--- config.mk ---
export PLATFORM = sky130hd
export DESIGN_NAME = steal_dma
export DESIGN_NICKNAME = d
export VERILOG_FILES = /design/src/rtl/steal_dma_pkg.sv /design/src/rtl/steal_dma_ctrl.sv /design/src/rtl/steal_dma_dp.sv /design/src/rtl/steal_dma.sv
export SDC_FILE = /design/constraint.sdc
export NUM_CORES = 1
export LEC_CHECK = 0
export BUFFER_PORTS_ARGS = -buffer_cell sky130_fd_sc_hd__buf_4
export CAP_MARGIN = 20
export CORE_UTILIZATION = 35
export DETAILED_ROUTE_END_ITERATION = 10
export SLEW_MARGIN = 20
export SYNTH_ARGS = -nofsm -noshare
export SYNTH_HDL_FRONTEND = slang
export SYNTH_SLANG_ARGS = --single-unit
--- constraint.sdc ---
create_clock -name clk -period 3.2 [get_ports clk]
set_clock_uncertainty 0.05 [all_clocks]
set_input_delay 0.8 -clock clk [delete_from_list [all_inputs] [get_ports clk]]
set_output_delay 0.8 -clock clk [all_outputs]
set_load 0.01 [all_outputs]
--- src/rtl/steal_dma_pkg.sv ---
package steal_dma_pkg;

  typedef enum logic [1:0] {
    ST_IDLE = 2'd0,
    ST_WAIT = 2'd1,
    ST_REQ  = 2'd2,
    ST_XFER = 2'd3
  } dmaState_t;

  // strobes from control to datapath
  typedef struct packed {
    logic loadStart;
    logic step;
  } dpStrobe_t;

  localparam logic [1:0] REG_CTRL = 2'd0;
  localparam logic [1:0] REG_DEV  = 2'd1;
  localparam logic [1:0] REG_MEM  = 2'd2;
  localparam logic [1:0] REG_CNT  = 2'd3;

  localparam int BIT_GO  = 0;
  localparam int BIT_DIR = 1;
  localparam int BIT_CLR = 2;

endpackage

--- src/rtl/steal_dma_ctrl.sv ---
module steal_dma_ctrl
  import steal_dma_pkg::*;
(
  input  logic      clk,
  input  logic      rstN,
  input  logic      regWrEn,
  input  logic [1:0] regAddr,
  input  logic      goBit,
  input  logic      clrBit,
  input  logic      devReady,
  input  logic      busGrant,
  input  logic      countZero,
  output dpStrobe_t strobe,
  output logic      busy,
  output logic      irq,
  output logic      busReq,
  output logic      busXfer
);

  dmaState_t state, stateNext;
  logic ctrlWr;
  logic startReq;
  logic blockDone;

  assign ctrlWr    = regWrEn && (regAddr == REG_CTRL);
  assign busy      = (state != ST_IDLE);
  assign startReq  = ctrlWr && goBit && !busy;
  assign blockDone = (state == ST_WAIT) && countZero;

  always_comb begin
    stateNext = state;
    unique case (state)
      ST_IDLE: if (startReq) stateNext = ST_WAIT;
      ST_WAIT: begin
        if (countZero)     stateNext = ST_IDLE;
        else if (devReady) stateNext = ST_REQ;
      end
      ST_REQ:  if (busGrant) stateNext = ST_XFER;
      ST_XFER: stateNext = ST_WAIT;
      default: stateNext = ST_IDLE;
    endcase
  end

  always_ff @(posedge clk) begin
    if (!rstN) state <= ST_IDLE;
    else       state <= stateNext;
  end

  always_ff @(posedge clk) begin
    if (!rstN)                irq <= 1'b0;
    else if (blockDone)       irq <= 1'b1;
    else if (ctrlWr && clrBit) irq <= 1'b0;
  end

  assign busReq           = (state == ST_REQ) || (state == ST_XFER);
  assign busXfer          = (state == ST_XFER);
  assign strobe.loadStart = startReq;
  assign strobe.step      = (state == ST_XFER);

  // the bus is released in the cycle after every word
  a_r6_release_after_word: assert property (@(posedge clk) disable iff (!rstN)
    busXfer |=> !busReq);

  // a transfer cycle only follows request and grant together
  a_r5_xfer_after_grant: assert property (@(posedge clk) disable iff (!rstN)
    busXfer |-> $past(busReq && busGrant));

  // a new request needs the device to have been ready
  a_r4_req_needs_ready: assert property (@(posedge clk) disable iff (!rstN)
    $rose(busReq) |-> $past(devReady));

  // completion raises the interrupt
  a_r8_done_sets_irq: assert property (@(posedge clk) disable iff (!rstN)
    $fell(busy) |-> irq);

  // interrupt holds until cleared
  a_r9_irq_held: assert property (@(posedge clk) disable iff (!rstN)
    (irq && !(ctrlWr && clrBit)) |=> irq);

endmodule

--- src/rtl/steal_dma_dp.sv ---
module steal_dma_dp
  import steal_dma_pkg::*;
#(
  parameter int DATA_W    = 32,
  parameter int DEV_W     = 8,
  parameter int CNT_W     = 16,
  parameter int ADDR_STEP = 4
) (
  input  logic              clk,
  input  logic              rstN,
  input  logic              regWrEn,
  input  logic [1:0]        regAddr,
  input  logic [DATA_W-1:0] regWrData,
  input  logic              busy,
  input  logic              irq,
  input  dpStrobe_t         strobe,
  output logic [DATA_W-1:0] regRdData,
  output logic              countZero,
  output logic [DATA_W-1:0] busMemAddr,
  output logic [DEV_W-1:0]  busDevAddr,
  output logic              busDir
);

  localparam logic [DATA_W-1:0] STEP_INC = DATA_W'(ADDR_STEP);
  localparam logic [CNT_W-1:0]  CNT_ONE  = CNT_W'(1);

  logic [DEV_W-1:0]  devPort;
  logic [DATA_W-1:0] memAddr;
  logic [CNT_W-1:0]  wordsLeft;
  logic              dirToDev;
  logic              idleWr;

  assign idleWr = regWrEn && !busy;

  always_ff @(posedge clk) begin
    if (!rstN) begin
      devPort <= '0;
    end else if (idleWr && regAddr == REG_DEV) begin
      devPort <= regWrData[DEV_W-1:0];
    end
  end

  always_ff @(posedge clk) begin
    if (!rstN) begin
      memAddr <= '0;
    end else if (strobe.step) begin
      memAddr <= memAddr + STEP_INC;
    end else if (idleWr && regAddr == REG_MEM) begin
      memAddr <= regWrData;
    end
  end

  always_ff @(posedge clk) begin
    if (!rstN) begin
      wordsLeft <= '0;
    end else if (strobe.step) begin
      wordsLeft <= wordsLeft - CNT_ONE;
    end else if (idleWr && regAddr == REG_CNT) begin
      wordsLeft <= regWrData[CNT_W-1:0];
    end
  end

  always_ff @(posedge clk) begin
    if (!rstN)                 dirToDev <= 1'b0;
    else if (strobe.loadStart) dirToDev <= regWrData[BIT_DIR];
  end

  assign countZero  = (wordsLeft == '0);
  assign busMemAddr = memAddr;
  assign busDevAddr = devPort;
  assign busDir     = dirToDev;

  always_comb begin
    unique case (regAddr)
      REG_CTRL: regRdData = DATA_W'({irq, dirToDev, busy});
      REG_DEV:  regRdData = DATA_W'(devPort);
      REG_MEM:  regRdData = memAddr;
      default:  regRdData = DATA_W'(wordsLeft);
    endcase
  end

  // each word advances the address and consumes one count
  a_r7_step_update: assert property (@(posedge clk) disable iff (!rstN)
    strobe.step |=> (memAddr == $past(memAddr) + STEP_INC) &&
                    (wordsLeft == $past(wordsLeft) - CNT_ONE));

  // a step never happens with nothing left
  a_r7_no_underflow: assert property (@(posedge clk) disable iff (!rstN)
    strobe.step |-> !countZero);

  // direction and device port frozen while busy
  a_r10_dir_stable: assert property (@(posedge clk) disable iff (!rstN)
    busy |=> $stable(dirToDev) && $stable(devPort));

endmodule

--- src/rtl/steal_dma.sv ---
module steal_dma
  import steal_dma_pkg::*;
#(
  parameter int DATA_W    = 32,
  parameter int DEV_W     = 8,
  parameter int CNT_W     = 16,
  parameter int ADDR_STEP = 4
) (
  input  logic              clk,
  input  logic              rstN,
  input  logic              regWrEn,
  input  logic [1:0]        regAddr,
  input  logic [DATA_W-1:0] regWrData,
  output logic [DATA_W-1:0] regRdData,
  input  logic              devReady,
  input  logic              busGrant,
  output logic              busReq,
  output logic              busXfer,
  output logic              busDir,
  output logic [DEV_W-1:0]  busDevAddr,
  output logic [DATA_W-1:0] busMemAddr,
  output logic              irq
);

  dpStrobe_t strobe;
  logic      busy;
  logic      countZero;

  steal_dma_ctrl u_ctrl (
    .clk      (clk),
    .rstN     (rstN),
    .regWrEn  (regWrEn),
    .regAddr  (regAddr),
    .goBit    (regWrData[BIT_GO]),
    .clrBit   (regWrData[BIT_CLR]),
    .devReady (devReady),
    .busGrant (busGrant),
    .countZero(countZero),
    .strobe   (strobe),
    .busy     (busy),
    .irq      (irq),
    .busReq   (busReq),
    .busXfer  (busXfer)
  );

  steal_dma_dp #(
    .DATA_W   (DATA_W),
    .DEV_W    (DEV_W),
    .CNT_W    (CNT_W),
    .ADDR_STEP(ADDR_STEP)
  ) u_dp (
    .clk       (clk),
    .rstN      (rstN),
    .regWrEn   (regWrEn),
    .regAddr   (regAddr),
    .regWrData (regWrData),
    .busy      (busy),
    .irq       (irq),
    .strobe    (strobe),
    .regRdData (regRdData),
    .countZero (countZero),
    .busMemAddr(busMemAddr),
    .busDevAddr(busDevAddr),
    .busDir    (busDir)
  );

endmodule

* Word-level counts from Yosys, hierarchy flattened *
Index checks and enable logic that the tools add are counted.

storage, ports and cells
  register bits after elaboration = 60
  latch bits = 0
  RAM bits = 0
  ROM bits = 0
  input port bits = 39
  output and inout port bits = 76
  word-level logic and storage cells = 48
  memories kept = 0

cells by class
  $add $sub $neg = 2
  multipliers = 0
  divide/modulo/power cells = 0
  $lt $le $gt $ge = 0
  equality and inequality tests = 9
  shift-type cells = 0
  muxes and demuxes = 12
  bitwise logic cells = 0
  reduce and logical (&&, ||, !) cells = 19

operators by type and width
  kind                                                                   count
  32-bit one-hot mux with 3 select lines                                 1
  32-bit two-way mux                                                     2
  32-bit by 3-bit adder with 32-bit output (second input constant)       1
  16-bit two-way mux                                                     2
  16-bit zero test                                                       1
  16-bit by 1-bit subtractor with 16-bit output (second input constant)  1
  1-bit logical AND                                                      9
  2-bit == test (second input constant)                                  4
  2-bit two-way mux                                                      4
  2-bit one-hot mux with 4 select lines                                  1
  2-bit nonzero test                                                     4
  2-bit by 1-bit == test with 1-bit output (second input constant)       2
  2-bit zero test                                                        2
  3-bit by 2-bit != test with 1-bit output (second input constant)       1
  3-bit AND reduction                                                    1
  1-bit two-way mux                                                      2
  2-bit by 1-bit != test with 1-bit output (second input constant)       1
  2-bit != test (second input constant)                                  1
  1-bit zero test                                                        1
  1-bit logical OR                                                       1

* Logic depth before layout (Yosys ltp) *
Gate-level depths: netlist of run 1.

  depth in word-level cells = 6
  mapped depth = 9
  mapped depth without buffers = 7

* Cells and area by module *
From an unflattened synthesis of run 1, not the netlist that was laid out.

unflattened totals
  cell total of the unflattened synthesis = 468
  area, all modules = 3843.7 um2

by module, submodules not included
  module          instances  cells each  area an instance (um2)  seq. area each (um2)
  steal_dma_dp    1          436         3542.1                  1141.1
  steal_dma_ctrl  1          32          301.5                   60.1

* Least setup slack after synthesis of run 1 *
Ideal clock, no wire load.

  kind = in2out
  start point = in regAddr[0]
  end point = out regRdData[10]
  data arrival time = 2.047 ns
  data required time = 2.350 ns
  slack = 0.303 ns
  stages on the path = 5
  path buffers = 3
  cells stage by stage = clkbuf_1 -> buf_1 -> clkbuf_1 -> mux2i_1 -> nor2_1

between the ends
  cells in the longest elaborated chain, start to end = 2
  elaborated cells on any way between the ends = 4
  those cells by class = eq/ne: 2; mux: 1; reduce/logical: 1

ends and longest elaborated chain
  what                                      RTL line            source
  from (decl)                               steal_dma.sv:12     input logic [1:0] regAddr,
  2-bit == test (tied with other cells)     steal_dma_dp.sv:74  unique case (regAddr)
  32-bit one-hot mux with 3 select lines *  steal_dma_dp.sv:74
  to (decl)                                 steal_dma.sv:14     output logic [DATA_W-1:0] regRdData,

Every way passes the cells marked *; elsewhere a longest branch is shown, timed or not.

* Final worst setup path of run 1 *
  start point = in regAddr[0]
  end point = out regRdData[18]

The elaborated chain is that of the path after synthesis.

==> results by stage, run 1 <==
Yosys:
- In this run the mean area of a mapped cell was 7.959 um2.
- The most area-hungry cell type in the Yosys netlist is dfxtp_1.
- The async set-reset flop share out of synthesis is 0%.
- The synthesized design contains 60 register bits.
- Multiplexer cells account for 7.396% of the synthesized area.
- Yosys printed 0 warnings.
- The synthesized area is 3637 um2.
- Among all flip-flop cells after synthesis, the most frequent one is dfxtp_1.
- The fraction of the yosys area taken by sequential cells is between 30% and 40%.
- Sorting the synthesized cells by area gives the leading types as dfxtp_1, a21oi_1, nand2_1, nor2_1, mux2_2.
- The post-synthesis share of cell area spent on xor and xnor gates is 0.2408%.
- The fraction of the mapped netlist area in simple logic gates is 28.83%.
- After Yosys synthesis, full adders, half adders and majority gates account for 2.408% of the synthesized area.
- The number of enable flip-flop cells after synthesis is 0.
- Counting every net in the synthesized netlist gives ~500.
- By area, the combinational part of the netlist is dominated by simple AND/OR/NAND/NOR gates.
- Synthesis produced 457 cells.
- The compound-gate portion of the synthesized area is 23.70%.
- The count of different cell masters after synthesis is 60.
- The proportion of netlist area held by the largest area contributor is 33.02%.

Power:
- For this design the static power due to leakage is 0.001958 uW.
- Dividing total power by cell area gives a power density of 389.4 nW/um2.
- The peak supply drop is 188.1 uV.

Floorplan:
- The row count is 36.
- The area inside the core boundary is 9910 um2.
- The die span in x is 103.9 um.
- The number of I/O pins is 115.
- The die is 103.9 um tall.
- The die covers 10800 um2.
- The initial cell density of the core is 36.70%.

Detailed routing:
- After detailed routing, the number of vias per cell comes to about 5.5.
- The number of DRC markers in iteration 0 is roughly 150.
- The final layout contains routed wiring with a total length of between 10 and 15 mm.
- In the routed design, unresolved DRC markers number 0.
- The number of iterations in the first detailed-routing pass is 5.
- The count of nets left with antenna violations once routing finished came out at 0.
- The detailed router placed 3887 vias in this run.
- The detailed-route wire length per cell is between 15 and 20 um.

STA:
- The number of setup violations in the final report is 0.
- The setup TNS is 0 ns.
- The fmax is ~360 MHz.
- The minimum period implied by the final worst setup slack is 2.792 ns.
- Measured against its own limit, the worst slew margin works out to 61.59%.
- The post-route fraction of the period consumed by the critical path is 87.26%.
- The max-slew violation count is 0.
- At the pin with the least slew margin, the transition time is 0.5708 ns.
- The number of endpoints with negative hold slack in the final report came to 0.
- The worst setup margin is 0.4076 ns.
- Setup repair after global routing left no endpoint under its margin.

Clock tree:
- The tree built by TritonCTS fans out to 60 sinks.
- After clock tree synthesis, the repair step resized 0 gates.
- The later pin in the worst-skew pair is clocked with a latency of 0.36 ns.
- After clock tree synthesis, the setup repair step added 0 buffers.
- Clock-pin slew was measured on the worst setup and hold paths at roughly 0.08 ns.
- TritonCTS built the clock tree.
- The clock tree synthesis step divided the H-tree into 3 levels.
- The clock root buffer master is clkbuf_8.
- The buffer levels on the longest clock path is 2.
- The number of buffers inserted during clock tree synthesis is 9.
- Hold repair after CTS inserted 0 buffers.

Finish:
- The area of all sequential standard cells is 1201 um2.
- The proportion of layout cells with a drive suffix above 1 is between 20 and 30%.
- 0 antenna diodes ended up in the layout.
- The number of filler instances in the final layout is 1011.
- Leaving out fill and tap cells, the most frequent cell in the layout is buf_4.
- The count of nets after finishing is 609.
- In the layout the commonest cells are buf_4, dfxtp_1, nand2_1.
- The signed area change from the synthesized netlist to the final layout is 32.99%.
- In the final layout, the multi-input gates occupy about 2300 um2.

Critical path:
- The capturing element type of the critical path is an output port.
- On the worst path, the slowest cell contributes a delay of around 0.42 ns.
- The critical path goes through buf_4, nor2_1, buf_4, and2_1, buf_4.
- The kind of cell with the highest combined delay along the critical path is buffers and inverters.
- STA classifies the critical path startpoint as an input port.
- The kind of critical path is in2out.
- The maximum fanout along the worst path is 24.
- The critical path contains buffers and inverters numbering 3 combined.
- The cell with the largest stage delay on the worst path is nor2_1.
- STA puts the critical path data required time at approximately 2.4 ns.
- At the worst endpoint, the arrival time is 1.94 ns.
- The flop-to-flop setup slack is 0.63 ns.
- Among the stages of the critical path, the cell type that occurs most often is buf_4.

Place:
- The placer's final routability congestion estimate is 0.8440.
- Detailed placement ended at an HPWL of just under 9 mm.
- In this run the tool buffered the top-level ports with between 100 and 150 buffer cells.
- The worst setup timing slack at the placement stage is 0.4155 ns.

GRT:
- The via count of the first global-routing pass is 3791.
- The total routing usage reported by global routing is 22.57%.
- The initial antenna violation count came to 0.
- The overflow left after global routing is 0.
- Entering global routing, the biggest net connects 33 pins.
- The first global-routing pass estimated 19.62 mm of wire.

Run status:
- The flow ran to the end, and the final reports show no timing, DRC or antenna violations.

Flow run:
- Max-cap violations in this run came to 0.

Hold path:
- The class of the worst hold path is reg2reg.
cell type report:
class	instances	area share, %
clock buffer	9	2.561
clock inverter	7	1.552
inverter	11	0.8536
multi-input combinational	356	47.10
sequential	60	24.83
tap	133	3.440
timing repair buffer	125	19.66
worst register-to-register path: stages, from the launching register on:
cell,delay (ns)
dfxtp_1,0.42
ha_1,0.48
or4b_2,0.71
nor2_1,0.29
nand3_1,0.19
o211ai_1,0.23
a31oi_1,0.10
cell usage after synthesis, types with 2 or more instances:
cell type / instances
dfxtp_1: 60
nand2_1: 53
a21oi_1: 41
nor2_1: 39
clkbuf_1: 21
nand3_1: 17
o21ai_0: 17
and2_1: 15
nor3_1: 14
nand4_1: 12
o211ai_1: 11
inv_1: 10
mux2i_1: 10
a211oi_1: 9
and3_1: 9
mux2_2: 9
a31oi_1: 8
a311oi_1: 7
ha_1: 7
a22o_1: 5
nand2b_1: 5
nor4_1: 5
or3_1: 5
buf_1: 4
buf_2: 4
nor3b_1: 4
o21a_1: 4
or2_2: 4
or4_1: 4
and4_1: 3
mux4_2: 3
nor2b_1: 3
o311ai_0: 3
a2111oi_0: 2
a221oi_1: 2
a22oi_1: 2
nand4b_1: 2
o2111a_1: 2
sequential cells by signal, indices dropped and copies added, names as in the netlist:
name,count
u_dp.busDir,1
u_dp.wordsLeft,16
u_dp.busDevAddr,8
u_ctrl.state,2
u_dp.busMemAddr,32
u_ctrl.irq,1
final timing paths:
| check | start | end | depth (start not counted) |
|---|---|---|---|
| max | regAddr[0] | regRdData[18] | 5 |
| max reg2reg | u_ctrl.state[0] | u_dp.wordsLeft[15] | 6 |
| min | u_dp.busDevAddr[7] | u_dp.busDevAddr[7] | 2 |
| min reg2reg | u_dp.busDevAddr[7] | u_dp.busDevAddr[7] | 2 |
routing by layer:
| metal | vias to the layer above | wire length (um) | global-route usage, % |
|---|---|---|---|
| met1 | 1826 | 5411 | 28.99 |
| met4 | 0 | 180 | 10.00 |
| met5 | - | 0 | 0 |
| met2 | 119 | 5580 | 37.38 |
| met3 | 17 | 637 | 3.321 |
| li1 | 1925 | - | - |
through the flow:
stage	area [um2]	hold WS [ns]	total power (uW)	cells	utilization, %
2_1_floorplan	3637	0.4234	1031	457	-
3_3_place_gp	4638	0.4176	1182	685	46.81
3_5_place_dp	4638	0.4214	1187	685	46.81
4_1_cts	4837	0.4320	1892	701	48.81
5_1_grt	4837	0.4642	1974	701	48.81
6_report	4837	0.4323	1884	701	48.81
cell families (layout without fill, tap and decap cells):
group	after synthesis	after routing
flops	60	60
xor+xnor	1	1
simple gates	201	201
fa+ha+maj	7	7
buf+inv	41	152
compound gates	125	125
mux	22	22
power by group:
group	total [uW]	leakage (uW)	internal, uW	switching, uW
clock network	713	0.0000918	361	352
registers	833	0.000488	781	52.4
logic	337	0.00138	162	175
Note: power is estimated with default switching activity, not from simulation.
==> inputs of run 2 (changes only) <==
--- a/config.mk
+++ b/config.mk
@@ -9,6 +9,7 @@
 export CAP_MARGIN = 20
 export CORE_UTILIZATION = 35
 export DETAILED_ROUTE_END_ITERATION = 10
+export REMOVE_ABC_BUFFERS = 1
 export SLEW_MARGIN = 20
 export SYNTH_ARGS = -nofsm -noshare
 export SYNTH_HDL_FRONTEND = slang
==> run 2 against run 1 <==
Net effect:
- global-route usage shrank 0.70 points
- cell area increased by 0.44%
- die area stayed put
- worst setup slack improved by 0.039 ns
- cell count rose by 0.14%
- sequential share of layout area fell by 0.11 points
==> results by stage, run 2 (synthesized netlist as in run 1, its figures left out) <==
Place:
- OpenSTA, run right after detailed placement, puts the worst setup slack at 0.4415 ns.
- The placer's final routability congestion estimate is 0.8906.
- The HPWL after detailed placement is 8.745 mm.
- The placed instances occupy a cell area of roughly 4600 um2.
- Port buffering added 114 buffers.

Detailed routing:
- The DRC violations left is 0.
- The number of DRC markers in iteration 0 is 223.
- The final route contains ~3900 vias.
- The detailed-route wire length per cell is 16.97 um.
- The pre-antenna-repair detailed-routing pass consisted of 5 iterations.
- The final wirelength is about 12 mm.
- The via count normalized by instance count is 5.603.
- The number of routed nets with antenna violations is 0.

Clock tree:
- Clock tree synthesis selected as its root buffer the cell clkbuf_8.
- Clock-pin slew was measured on the worst setup and hold paths at around 0.070 ns.
- The clock drives 60 sinks.
- The number of hold buffers added after CTS is 0.
- TritonCTS built the clock tree.
- The number of buffers inserted during clock tree synthesis is 9.
- The clock passes through at most 2 buffers.
- The clock tree synthesis step divided the H-tree into 3 levels.
- The total setup buffers inserted after CTS is 0.
- The number of gates resized after CTS is 0.
- The clock latency on the worst-skew pair is about 0.34 ns.

Power:
- The share of total power dissipated in sequential elements is 42.4%.
- Across the VDD grid, the largest voltage drop is between 200 and 250 uV.
- Summed over all nets, the switching power comes to between 500 and 600 uW.
- Power spread over the standard cell area amounts to 404.4 nW/um2.
- Summed over all cells, the static leakage comes to 0.001971 uW.
- The combinational cell fraction of total power is about 17%.
- In this run switching power makes up 28.73% of total power.
- The clock power share is between 40% and 50%.
- Internal power comes to around 1400 uW.
- The sum of internal, switching and leakage power is 1965 uW.

Floorplan:
- The die extent in y is 103.9 um.
- The row count is 36.
- The floorplan step defined a core boundary enclosing 9910 um2.
- The floorplan step defined a die boundary enclosing 10800 um2.
- The number of I/O pins is roughly 120.
- The die is around 100 um wide.
- For this configuration, the core starts out at a cell density of 36.70%.

Finish:
- The number of antenna diodes in the final layout is 0.
- In the layout the commonest cells are buf_4, dfxtp_1, nand2_1.
- The library cell used most frequently in the layout, excluding fill and tap cells, is buf_4.
- In the final layout, the share of cells above drive strength 1 is 29.35%.
- Summing all non-filler instances in the final layout gives an area of 4858 um2.
- From synthesis to final layout, the design area changed by 33.57%.
- Fill cells in the final layout number 1005.
- The count of nets after finishing is 610.
- The register with the most flip-flops in the layout has 32 of them.

Hold path:
- The path class of the tightest hold or removal check is reg2reg.

Flow run:
- The tool flagged a number of max-cap violations equal to 0.

STA:
- The setup TNS is 0 ns.
- Setup violations remaining at the end of the flow were counted as 0.
- The max-slew violation count was 0.
- The post-route worst hold slack is 0.4267 ns.
- The transition time of the tightest slew-check pin is between 0.6 and 0.7 ns.
- The minimum period implied by the final worst setup slack is 2.754 ns.
- The worst max-slew margin expressed relative to the limit is 57.73%.
- Across all setup checks in the final design, the least slack found is 0.4465 ns.
- The post-route fraction of the period consumed by the critical path is between 80% and 90%.
- Setup repair after global routing left no endpoint under its margin.
- The number of endpoints with negative hold slack in the final report is 0.
- The fmax is 363.2 MHz.

GRT:
- Entering global routing, the biggest net connects 29 pins.
- The first global-routing pass estimated between 15 and 20 mm of wire.
- Global routing finished with a remaining overflow of 0.
- The initial antenna violation count is 0.
- The via count of the first global-routing pass is ~3600.
- The total routing usage reported by global routing is 21.87%.

Run status:
- The flow ran to the end, and the final reports show no timing, DRC or antenna violations.

Critical path:
- Along the worst path, the maximum fanout reaches 24.
- The worst setup path is of the in2out kind.
- STA puts the critical path data arrival time at 1.90 ns.
- The cell with the largest stage delay on the worst path is nor2_1.
- In this design, the stage delay of the slowest critical-path cell is 0.35 ns.
- The signal on the critical path passes through buf_4, nor2_1, buf_4, and2_1, buf_4.
- The required time of the critical path is 2.35 ns.
- STA classifies the critical path endpoint as an output port.
- The startpoint type of the worst setup path is an input port.
- Counting stages on the worst path, the most repeated cell is buf_4.
run 2: changes by cell type in the layout (fill, tap and decap cells not counted), sizes merged:
cell    before  now
clkinv       3    2
buf        125  126
clkbuf       9   10
inv         11   10
bufinv       1    2
run 2: stage by stage:
stage          instances  utilization (%)
3_3_place_gp         686            46.76
2_1_floorplan        427                -
3_5_place_dp         686            46.76
6_report             702            49.03
4_1_cts              702            49.03
5_1_grt              702            49.03
run 2: worst paths after layout:
path	startpoint	end	slack [ns]	depth (start not counted)
worst max register to register	u_ctrl.state[0]	u_dp.busMemAddr[18]	0.56	6
worst min-delay path	u_dp.busDevAddr[1]	u_dp.busDevAddr[1]	0.43	2
worst min register to register	u_dp.busDevAddr[1]	u_dp.busDevAddr[1]	0.43	2
worst max-delay path	regAddr[0]	regRdData[21]	0.45	5
run 2: per-layer routing:
layer | vias up | wire length [um] | GRT usage (%) | part of all wire, %
li1 | 1922 | - | - | -
met1 | 1858 | 5434 | 27.72 | 46
met2 | 140 | 5699 | 37.86 | 48
met3 | 13 | 656 | 4.010 | 5.5
met4 | 0 | 120 | 5.918 | 1.0
met5 | - | 0 | 0 | 0
run 2: critical path, delay by kind of cell:
| family | cells | cell delay [ns] |
|---|---|---|
| buf+inv | 3 | 0.60 |
| simple gates | 2 | 0.49 |
run 2: final cells by class:
type	instances	area, um2	share of cell area (%)
flip-flops and latches	60	1201	24.72
inverters	11	41.29	0.8499
clock buffers	10	137.6	2.833
repair buffers	126	945.9	19.47
multi-input cells	356	2278	46.90
well taps	133	166.4	3.425
clock inverters	6	87.58	1.803
run 2: power by group through the flow:
stage	Combinational (uW)	Clock, uW	Sequential, uW
final	338	793	834
after global routing	369	834	840
after CTS	338	805	832
after detailed placement	337	0	850
after global placement	334	0	847
after floorplan	169	0	845
==> inputs of run 3 (changes only) <==
==> constraint.sdc (replaced) <==
create_clock -name clk -period 3.2 [get_ports clk]
set_clock_uncertainty 0.05 [all_clocks]
set_input_delay 0.48 -clock clk [delete_from_list [all_inputs] [get_ports clk]]
set_output_delay 0.48 -clock clk [all_outputs]
set_load 0.01 [all_outputs]
==> run 3 against run 2 <==
Net effect:
- die area did not move
- cell count decreased by 0.57%
- clock power about the same
- worst hold slack worse by 0.088 ns
- combinational power about the same
- worst setup slack better by 0.22 ns
- critical path depth up 1
==> results by stage, run 3 (synthesized netlist as in run 1, its figures left out) <==
Critical path:
- The maximum fanout along the worst path is 13.
- The flop-to-flop setup slack is 0.66 ns.
- In this run the worst setup path begins at u_ctrl.state[0].
- The data arrival time of the critical path is about 2.7 ns.
- STA classifies the critical path startpoint as a register.
- The critical path goes through ha_1, or4b_2, nor2_1, nand3_1, o211ai_1, a31oi_1.
- The number of cells on the worst reg-to-reg path is 6.
- The required time of the critical path is 3.36 ns.
- In this design, the stage delay of the slowest critical-path cell is 0.70 ns.
- The worst setup path is captured at a register.
- In this run the worst setup path terminates at u_dp.wordsLeft[15].
- The critical path is of the reg2reg type.
- The cell with the largest stage delay on the worst path is or4b_2.
- The endpoint of the worst register-to-register path is u_dp.wordsLeft[15].
- The beginning of the worst register-to-register path is u_ctrl.state[0].

Detailed routing:
- The final wirelength is 11.97 mm.
- For this run, design rule violations remaining after detail routing come to 0.
- The number of DRC markers in iteration 0 is 178.
- The number of routed nets with antenna violations is 0.
- The pre-antenna-repair detailed-routing pass consisted of 4 iterations.
- The via count normalized by instance count is 5.626.
- The detailed-route via count is ~3900.
- The detailed-route wire length per cell is roughly 17 um.

Floorplan:
- The number of I/O pins is 115.
- The die is 103.9 um tall.
- The die area is between 10000 and 15000 um2.
- The row count is 36.
- The die span in x is 103.9 um.
- The core region is 9910 um2.
- The initial cell density of the core is 36.70%.

STA:
- The max-slew violation count is 0.
- The post-route fraction of the period consumed by the critical path is 79.27%.
- For this run, the top clock speed supported by timing is 394.2 MHz.
- The worst path meets setup with 0.6633 ns of slack.
- The number of endpoints with negative hold slack in the final report is 0.
- The minimum period implied by the final worst setup slack is 2.537 ns.
- The worst max-slew margin expressed relative to the limit is 58.57%.
- After routing, the total negative slack on setup checks comes to 0 ns.
- Setup repair after global routing left no endpoint under its margin.
- The transition time of the tightest slew-check pin is a little over 0.6 ns.
- Setup violations remaining at the end of the flow were counted as 0.

Power:
- The design draws 1961 uW.
- Per report_power, the combinational group accounts for 17.1% of the total.
- In this run the power spent charging and discharging nets is 562.8 uW.
- The clock power share is between 40% and 50%.
- The internal power of the cells totals ~1400 uW.
- The leakage power total is 0.001951 uW.
- The switching power as a share of total power is 28.70%.
- In this run the power density over the cells is 406.1 nW/um2.
- The sequential share of power is between 40% and 50%.
- The peak supply drop is between 150 and 200 uV.

GRT:
- Global routing finished with a remaining overflow of 0.
- The pin count of the biggest net entering global routing is 28.
- The via count of the first global-routing pass is about 3700.
- The total routing usage reported by global routing is 22.23%.
- The wire length of the first global-routing pass is 19.26 mm.
- The initial antenna violation count was 0.

Clock tree:
- Clock-pin slew was measured on the worst setup and hold paths at 0.08 ns.
- The number of buffers inserted during clock tree synthesis is 9.
- After clock tree synthesis, the flow added hold-fix buffers numbering 0.
- Once the clock tree was built, the resizer swapped 0 gates to a different size.
- The number of clock sinks is 60.
- The number of setup buffers added after CTS is 0.
- The number of H-tree levels is 3.
- The clock root buffer master is clkbuf_8.
- The later pin in the worst-skew pair is clocked with a latency of around 0.34 ns.
- TritonCTS built the clock tree.
- The buffer levels on the longest clock path is 2.

Finish:
- Measured on the finished design, the core utilization comes to 48.72%.
- The count of nets after finishing is 606.
- Compared with the post-synthesis result, the final layout area differs by 32.75%.
- Leaving out fill and tap cells, the most frequent cell in the layout is buf_4.
- The proportion of layout cells with a drive suffix above 1 is a little under 30%.
- 0 antenna diodes ended up in the layout.
- The flip-flop count of the largest register after layout is 32.
- In the layout the commonest cells are buf_4, dfxtp_1, nand2_1.

Place:
- The HPWL after detailed placement is 8.758 mm.
- The worst setup timing slack at the placement stage is 0.7186 ns.
- The placer's final routability congestion estimate is roughly 0.86.
- In this run the tool buffered the top-level ports with 114 buffer cells.

Run status:
- The flow ran to the end, and the final reports show no timing, DRC or antenna violations.

Flow run:
- The max-cap check violation count is 0.

Hold path:
- The tightest min-delay check is of the in2reg type.
[run 3: per-layer routing]
layer | GRT usage [%] | wire [um]
met1 | 28.71 | 5500
met2 | 37.67 | 5736
met3 | 3.697 | 562
met4 | 6.939 | 173
met5 | 0 | 0
[run 3: cell type report]
| cell class | count | area [um2] |
|---|---|---|
| repair buffers | 122 | 915.9 |
| inverters | 11 | 41.29 |
| multi-input cells | 356 | 2278 |
| well taps | 133 | 166.4 |
| fillers | 1004 | 5081 |
| flip-flops and latches | 60 | 1201 |
| clock inverters | 6 | 87.58 |
| clock buffers | 10 | 137.6 |
[run 3: worst max-delay path: cells and delay by family (launching register included)]
family / cells / cell delay (ns)
simple gates: 3 / 1.15
fa+ha+maj: 1 / 0.47
flops: 1 / 0.41
compound gates: 2 / 0.35
[run 3: worst min-delay path by stage]
stage                  startpoint  cells after the start             endpoint
4_1_cts             regWrData[17]                      3  u_dp.busMemAddr[17]
2_1_floorplan   u_dp.wordsLeft[0]                      1    u_dp.wordsLeft[0]
6_report            regWrData[17]                      3  u_dp.busMemAddr[17]
3_3_place_gp   u_dp.busDevAddr[5]                      2   u_dp.busDevAddr[5]
5_1_grt             regWrData[17]                      3  u_dp.busMemAddr[17]
3_5_place_dp   u_dp.busDevAddr[5]                      2   u_dp.busDevAddr[5]
[run 3: power by group through the flow]
stage / Sequential [uW] / Clock, uW / Combinational (uW)
2_1_floorplan: 845 / 0 / 169
3_3_place_gp: 848 / 0 / 332
3_5_place_dp: 850 / 0 / 336
4_1_cts: 832 / 795 / 338
5_1_grt: 840 / 833 / 366
6_report: 834 / 791 / 335
[run 3: through the flow]
step / cells / hold WS [ns] / area [um2]
after floorplan: 427 / 0.4239 / 3518
after global placement: 682 / 0.4117 / 4603
after detailed placement: 682 / 0.4099 / 4603
after CTS: 698 / 0.3313 / 4828
after global routing: 698 / 0.3490 / 4828
final: 698 / 0.3389 / 4828
